$ cat src/rtl/dcsa_pkg.sv
package dcsa_pkg;

    // Decimal value of one (4221) digit.
    function automatic int dig_val(input logic [3:0] d);
        return 4 * int'(d[3]) + 2 * int'(d[2]) + 2 * int'(d[1]) + int'(d[0]);
    endfunction

    // Recode a (4221) digit into the restricted (5211) subset.
    // Shifting the result left by one bit yields 2v mod 10 in (4221),
    // and bit 3 of the result is the decimal carry.
    function automatic logic [3:0] to_5211s(input logic [3:0] d);
        int v;
        int r;
        logic hi;
        logic [2:0] lo;
        v  = dig_val(d);
        hi = (v >= 5);
        r  = hi ? v - 5 : v;
        case (r)
            0:       lo = 3'b000;
            1:       lo = 3'b001;
            2:       lo = 3'b011;
            3:       lo = 3'b101;
            default: lo = 3'b111;
        endcase
        return {hi, lo};
    endfunction

    // Operand count after one level of 3:2 rows.
    function automatic int next_cnt(input int c);
        return 2 * (c / 3) + (c % 3);
    endfunction

    // Operand count entering level lv.
    function automatic int cnt_at(input int p, input int lv);
        int c;
        c = p;
        for (int i = 0; i < lv; i++) c = next_cnt(c);
        return c;
    endfunction

    // Number of levels needed to reach two words.
    function automatic int n_levels(input int p);
        int c;
        int l;
        c = p;
        l = 0;
        while (c > 2 && l < 8) begin
            c = next_cnt(c);
            l++;
        end
        return l;
    endfunction

endpackage

$ cat src/rtl/dcsa_row.sv
// Bitwise binary full adders over whole (4221) words: A + B + C = S + 2H per digit.
module dcsa_row #(
    parameter int WIDTH = 20
) (
    input  logic [WIDTH-1:0] a_i,
    input  logic [WIDTH-1:0] b_i,
    input  logic [WIDTH-1:0] c_i,
    output logic [WIDTH-1:0] s_o,
    output logic [WIDTH-1:0] h_o
);
    assign s_o = a_i ^ b_i ^ c_i;
    assign h_o = (a_i & b_i) | (a_i & c_i) | (b_i & c_i);
endmodule

$ cat src/rtl/dcsa_dbl.sv
// Word doubler: per-digit recode into (5211s), then a 1-bit left shift
// with the shifted-out bit passed up one decimal column.
module dcsa_dbl
    import dcsa_pkg::*;
#(
    parameter int DIGITS = 5
) (
    input  logic [DIGITS*4-1:0] x_i,
    output logic [DIGITS*4-1:0] y_o,
    output logic                spill_o
);
    logic [DIGITS-1:0] cy;

    for (genvar g = 0; g < DIGITS; g++) begin : g_dig
        logic [3:0] w;
        assign w     = to_5211s(x_i[4*g +: 4]);
        assign cy[g] = w[3];
        if (g == 0) begin : g_lsd
            assign y_o[3:0] = {w[2:0], 1'b0};
        end else begin : g_upper
            assign y_o[4*g +: 4] = {w[2:0], cy[g-1]};
        end
    end

    assign spill_o = cy[DIGITS-1];
endmodule

$ cat src/rtl/dcsa_tree.sv
// Level-by-level reduction of NUM_OPS operands down to S and H.
module dcsa_tree
    import dcsa_pkg::*;
#(
    parameter int NUM_OPS    = 5,
    parameter int NUM_DIGITS = 4
) (
    input  logic [NUM_OPS*NUM_DIGITS*4-1:0] ops_i,
    output logic [(NUM_DIGITS+1)*4-1:0]     sum_o,
    output logic [(NUM_DIGITS+1)*4-1:0]     car_o,
    output logic                            spill_o
);
    localparam int OPW  = NUM_DIGITS * 4;
    localparam int WD   = NUM_DIGITS + 1;
    localparam int WW   = WD * 4;
    localparam int NLEV = n_levels(NUM_OPS);

    logic [WW-1:0] stg [0:NLEV][0:NUM_OPS-1];
    logic [NLEV-1:0][NUM_OPS-1:0] spl;

    for (genvar k = 0; k < NUM_OPS; k++) begin : g_in
        assign stg[0][k] = {4'b0000, ops_i[k*OPW +: OPW]};
    end

    for (genvar lv = 0; lv < NLEV; lv++) begin : g_lvl
        localparam int C    = cnt_at(NUM_OPS, lv);
        localparam int NT   = C / 3;
        localparam int RM   = C % 3;
        localparam int NC   = next_cnt(C);
        localparam bit LAST = (C == 3);

        for (genvar t = 0; t < NT; t++) begin : g_row
            logic [WW-1:0] s;
            logic [WW-1:0] h;
            dcsa_row #(.WIDTH(WW)) u_row (
                .a_i(stg[lv][3*t]),
                .b_i(stg[lv][3*t+1]),
                .c_i(stg[lv][3*t+2]),
                .s_o(s),
                .h_o(h)
            );
            assign stg[lv+1][2*t] = s;
            if (LAST) begin : g_keep
                assign stg[lv+1][2*t+1] = h;
                assign spl[lv][t]       = 1'b0;
            end else begin : g_twice
                dcsa_dbl #(.DIGITS(WD)) u_dbl (
                    .x_i(h),
                    .y_o(stg[lv+1][2*t+1]),
                    .spill_o(spl[lv][t])
                );
            end
        end

        for (genvar r = 0; r < RM; r++) begin : g_pass
            assign stg[lv+1][2*NT+r] = stg[lv][3*NT+r];
        end

        for (genvar j = NC; j < NUM_OPS; j++) begin : g_zero
            assign stg[lv+1][j] = '0;
        end

        for (genvar t = NT; t < NUM_OPS; t++) begin : g_nospl
            assign spl[lv][t] = 1'b0;
        end
    end

    assign sum_o   = stg[NLEV][0];
    assign car_o   = stg[NLEV][1];
    assign spill_o = |spl;
endmodule

$ cat src/rtl/dcsa_reducer.sv
// Top: registered decimal (4221) carry-save reducer.
module dcsa_reducer
    import dcsa_pkg::*;
#(
    parameter int NUM_OPS    = 5,
    parameter int NUM_DIGITS = 4
) (
    input  logic                            clk,
    input  logic                            rst_n,
    input  logic                            in_valid_i,
    input  logic [NUM_OPS*NUM_DIGITS*4-1:0] ops_i,
    output logic                            out_valid_o,
    output logic [(NUM_DIGITS+1)*4-1:0]     sum_o,
    output logic [(NUM_DIGITS+1)*4-1:0]     car_o
);
    localparam int INW  = NUM_OPS * NUM_DIGITS * 4;
    localparam int OUTW = (NUM_DIGITS + 1) * 4;

    logic [OUTW-1:0] t_sum;
    logic [OUTW-1:0] t_car;
    logic            t_spill;

    dcsa_tree #(.NUM_OPS(NUM_OPS), .NUM_DIGITS(NUM_DIGITS)) u_tree (
        .ops_i(ops_i),
        .sum_o(t_sum),
        .car_o(t_car),
        .spill_o(t_spill)
    );

    always_ff @(posedge clk or negedge rst_n) begin
        if (!rst_n) begin
            out_valid_o <= 1'b0;
            sum_o       <= '0;
            car_o       <= '0;
        end else begin
            out_valid_o <= in_valid_i;
            if (in_valid_i) begin
                sum_o <= t_sum;
                car_o <= t_car;
            end
        end
    end

    function automatic longint word_val(input logic [OUTW-1:0] w);
        longint acc;
        acc = 0;
        for (int i = NUM_DIGITS; i >= 0; i--) acc = acc * 10 + longint'(dig_val(w[4*i +: 4]));
        return acc;
    endfunction

    function automatic longint in_total(input logic [INW-1:0] v);
        longint acc;
        longint op;
        acc = 0;
        for (int k = 0; k < NUM_OPS; k++) begin
            op = 0;
            for (int i = NUM_DIGITS - 1; i >= 0; i--)
                op = op * 10 + longint'(dig_val(v[k*NUM_DIGITS*4 + 4*i +: 4]));
            acc += op;
        end
        return acc;
    endfunction

    AST_RESET_CLEAR: assert property (@(posedge clk) !rst_n |-> (!out_valid_o && sum_o == '0 && car_o == '0));
    AST_VALID_RISE: assert property (@(posedge clk) disable iff (!rst_n) in_valid_i |=> out_valid_o);
    AST_VALID_DROP: assert property (@(posedge clk) disable iff (!rst_n) !in_valid_i |=> !out_valid_o);
    AST_TOTAL_KEPT: assert property (@(posedge clk) disable iff (!rst_n)
        in_valid_i |=> (word_val(sum_o) + 2 * word_val(car_o) == $past(in_total(ops_i))));
    AST_HOLD_IDLE: assert property (@(posedge clk) disable iff (!rst_n)
        !in_valid_i |=> ($stable(sum_o) && $stable(car_o)));
    AST_NO_SPILL: assert property (@(posedge clk) disable iff (!rst_n) in_valid_i |-> !t_spill);
    AST_TOP_BOUND: assert property (@(posedge clk) disable iff (!rst_n)
        out_valid_o |-> (dig_val(sum_o[OUTW-1 -: 4]) <= 5 && dig_val(car_o[OUTW-1 -: 4]) <= 2));
    AST_ZERO_IN: assert property (@(posedge clk) disable iff (!rst_n)
        (in_valid_i && ops_i == '0) |=> (sum_o == '0 && car_o == '0));
endmodule

$ cat config.mk
export PLATFORM = sky130hd
export DESIGN_NAME = dcsa_reducer
export DESIGN_NICKNAME = d
export VERILOG_FILES = /design/src/rtl/dcsa_pkg.sv /design/src/rtl/dcsa_row.sv /design/src/rtl/dcsa_dbl.sv /design/src/rtl/dcsa_tree.sv /design/src/rtl/dcsa_reducer.sv
export SDC_FILE = /design/constraint.sdc
export NUM_CORES = 1
export LEC_CHECK = 0
export BUFFER_PORTS_ARGS = -buffer_cell sky130_fd_sc_hd__buf_2
export CAP_MARGIN = 25
export CORE_ASPECT_RATIO = 0.6
export CORE_UTILIZATION = 54
export CTS_BUF_LIST = sky130_fd_sc_hd__clkbuf_8
export DETAILED_ROUTE_END_ITERATION = 10
export GPL_TIMING_DRIVEN = 0
export PLACE_DENSITY_LB_ADDON = 0.2
export SKIP_LAST_GASP = 1
export SLEW_MARGIN = 20
export SYNTH_ARGS = -nofsm -noshare
export SYNTH_HDL_FRONTEND = slang
export SYNTH_SLANG_ARGS = --single-unit
$ cat constraint.sdc
create_clock -name clk -period 1.1 [get_ports clk]
set_clock_uncertainty 0.2 [all_clocks]
set_input_delay 0.11 -clock clk [delete_from_list [all_inputs] [get_ports clk]]
set_output_delay 0.11 -clock clk [all_outputs]
set_load 0.01 [all_outputs]
==> out/qor.yml <==
final_util_pct: 87.8
status: "finished, violations left"
rrSetupSlack_ns: -0.03
synth.most_common_cell: "inv_1"
track_usage_pct: 30.7
fmax_ghz: 0.202
multi_input_area_sq_mm: 0.00361
synthMuxAreaShare_pct: 9.75
powerDensity_mw_per_mm2: 2040
via_per_inst: 5.54
tns_ns: -114.51
drtPass1Iterations: 4
slew_violations: 0
cap_viol_max_count: 0
cts_tree: "built"
grt_pass1_vias: 4034
max_slew_margin_pct: 42.6
synth-main-ff-cell: "dfrtp_1"
arrival_ns: 4.93
critPathMaxFanout: 3
synth_edf_count: 0
place_ws_ns: -4.28
synth-xor-area-share_pct: 0.211
grt_pass1_wl_um: 19000
cp-end-kind: "flip-flop"
htreeDepth: 2
cts_root_buf: "clkbuf_8"
synthSimpleGateAreaFrac_pct: 7.46
nets: 780
violations: "hold timing, setup timing"
initial_core_util_pct: 56.3
ant_nets: 0
hold_class: "in2async"
wl_per_cell_um: 18.8
dieWidth_um: 115
worstMarginPinSlew_ns: 0.861
syn_avg_cell_area_sq_um: 10.5
dp_hpwl_um: 8330
crit_required_ns: 1.09
cts.sinks: 35
gp_congestion: 0.839
grt-ovfl-total: 0
place_area_sq_mm: 0.00544
dr_total_vias: 3907
die_height_um: 69.9
routed_wl_um: 13300
grt_max_degree: 36
grt_setup_unrepaired: "yes"
yosys_warnings: 0
antenna_found_initial: 0
power_leakage_nw: 2.99
synthToLayoutAreaGrowth_pct: 55.8
rows: 24
fin_crit_sh_pct: 449
post-synth-top-area-fraction_pct: 26.1
syn_inst: 394
fillCellCount: 323
synth_top_cells_by_count: "inv_1, fa_1, ha_1, dfrtp_1, mux2_2"
clock_path_buffers: 2
post-route-min-period_ns: 4.94
antenna_cells: 0
drtIter0Drc: 186
whs_ns: -0.283
dieArea_sq_mm: 0.00804
clkSlewWorstSetupHoldPaths_ns: 0.08
ff_latch_area_sq_um: 876
synthArstFlopShare_pct: 100
netlist_area_sq_mm: 0.00415
core_sq_mm: 0.00736
synth.yosys.seq_area_share_pct: 21.1
hold_viol: 36
ios: 124
synth_adder_area_share_pct: 39.1
finalSetupViolations: 69
synth_top_family_by_area: "adder cells"
yosys.cell_types.count: 49
synth_top_cell_by_area: "fa_1"
path_class: "in2reg"
numCtsBuffers: 5
synth-seq-cells: 35
drive_above_1_share_pct: 64.6
port-buffer-count: 117
vdd_drop_max_v: 0.000951
synth_compound_area_share_pct: 11.6
cp-start-kind: "input port"
final_area_sq_mm: 0.00646
cts_hold_buf: 1
synthTopCellsByArea: "fa_1, dfrtp_1, ha_1"
worst_slack_ns: -3.84
reg2reg_depth: 2
clk_latency_ns: 0.30
drc: 0
## registers in the layout, indices dropped and copies added (netlist names)
signal and count:
sum_o 17, out_valid_o 1, car_o 17
## cells in the final DEF, fill, tap and decap left out, types with 7 or more instances in the layout
cell / Yosys / final
o221ai_2: 0 / 7
inv_4: 0 / 10
ha_1: 43 / 13
fa_2: 0 / 35
ha_4: 0 / 26
nand3_1: 9 / 9
buf_4: 6 / 75
inv_1: 100 / 63
dfrtp_1: 35 / 35
buf_2: 4 / 107
buf_6: 0 / 20
inv_2: 0 / 28
mux2_2: 27 / 12
mux2_4: 0 / 21
fa_1: 54 / 19
## power by group
| group | internal (mW) | switching, mW | total, mW |
|---|---|---|---|
| clock network | 0.428 | 0.542 | 0.970 |
| logic | 5.30 | 4.71 | 10.0 |
| registers | 1.88 | 0.335 | 2.22 |
| total | 7.61 | 5.59 | 13.2 |
## cells by family after synthesis
group | Yosys count
buf+inv | 111
other cells | 1
flops | 35
xor+xnor | 1
simple gates | 55
mux | 36
compound gates | 58
fa+ha+maj | 97
## per-stage QoR
step / hold WS [ns] / cells / total power, mW
finish: -0.283 / 705 / 13.2
global placement: 0.0335 / 620 / 8.99
CTS: -0.258 / 679 / 11.6
global route: -0.214 / 705 / 14.0
floorplan: -0.386 / 399 / 7.36
detailed placement: 0.0408 / 620 / 9.37
## per-layer routing
layer  wire length [um]  vias to the layer above  GRT usage, %
li1                   -                     1716             -
met1               5340                     1948          39.3
met2               6680                      186          54.8
met3                759                       57          4.08
met4                488                        0          8.23
met5                  0                        -             0
## worst paths after layout
path                                        from                    end
min in group clk                       ops_i[64]   sum_o[0]$_DFFE_PN0P_
max in group asynchronous                  rst_n   sum_o[0]$_DFFE_PN0P_
setup / recovery                       ops_i[10]  sum_o[11]$_DFFE_PN0P_
setup reg to reg           car_o[16]$_DFFE_PN0P_  car_o[16]$_DFFE_PN0P_
hold reg to reg             sum_o[4]$_DFFE_PN0P_   sum_o[4]$_DFFE_PN0P_
hold / removal                             rst_n  sum_o[15]$_DFFE_PN0P_
## area by class of cell
type / instances / share of cell area (%)
repair buffers: 194 / 19.8
clock buffers: 5 / 1.07
plain buffers: 11 / 1.16
flip-flops and latches: 35 / 13.6
well taps: 104 / 2.01
multi-input cells: 253 / 55.9
clock inverters: 3 / 0.194
inverters: 100 / 6.32
## what timing repair did
item,in CTS,in global routing
setup buffers,50,26
setup endpoints to repair,68,69
cloned,0,0
endpoints found under the hold margin,37,36
resized for setup,49,39
pin swaps,40,23
## worst max-delay path, stage by stage
cell	delay [ns]
buf_6	0.09
fa_2	0.39
ha_4	0.29
inv_4	0.04
ha_4	0.14
inv_2	0.05
fa_1	0.43
nand3b_1	0.18
a221o_1	0.31
a211o_1	0.29
fa_2	0.37
ha_4	0.25
inv_4	0.07
ha_4	0.12
inv_2	0.03
fa_1	0.54
inv_2	0.05
a32oi_4	0.27
a221o_1	0.20
fa_2	0.44
mux2_4	0.27
No activity file was read; power rests on OpenSTA's default activity.
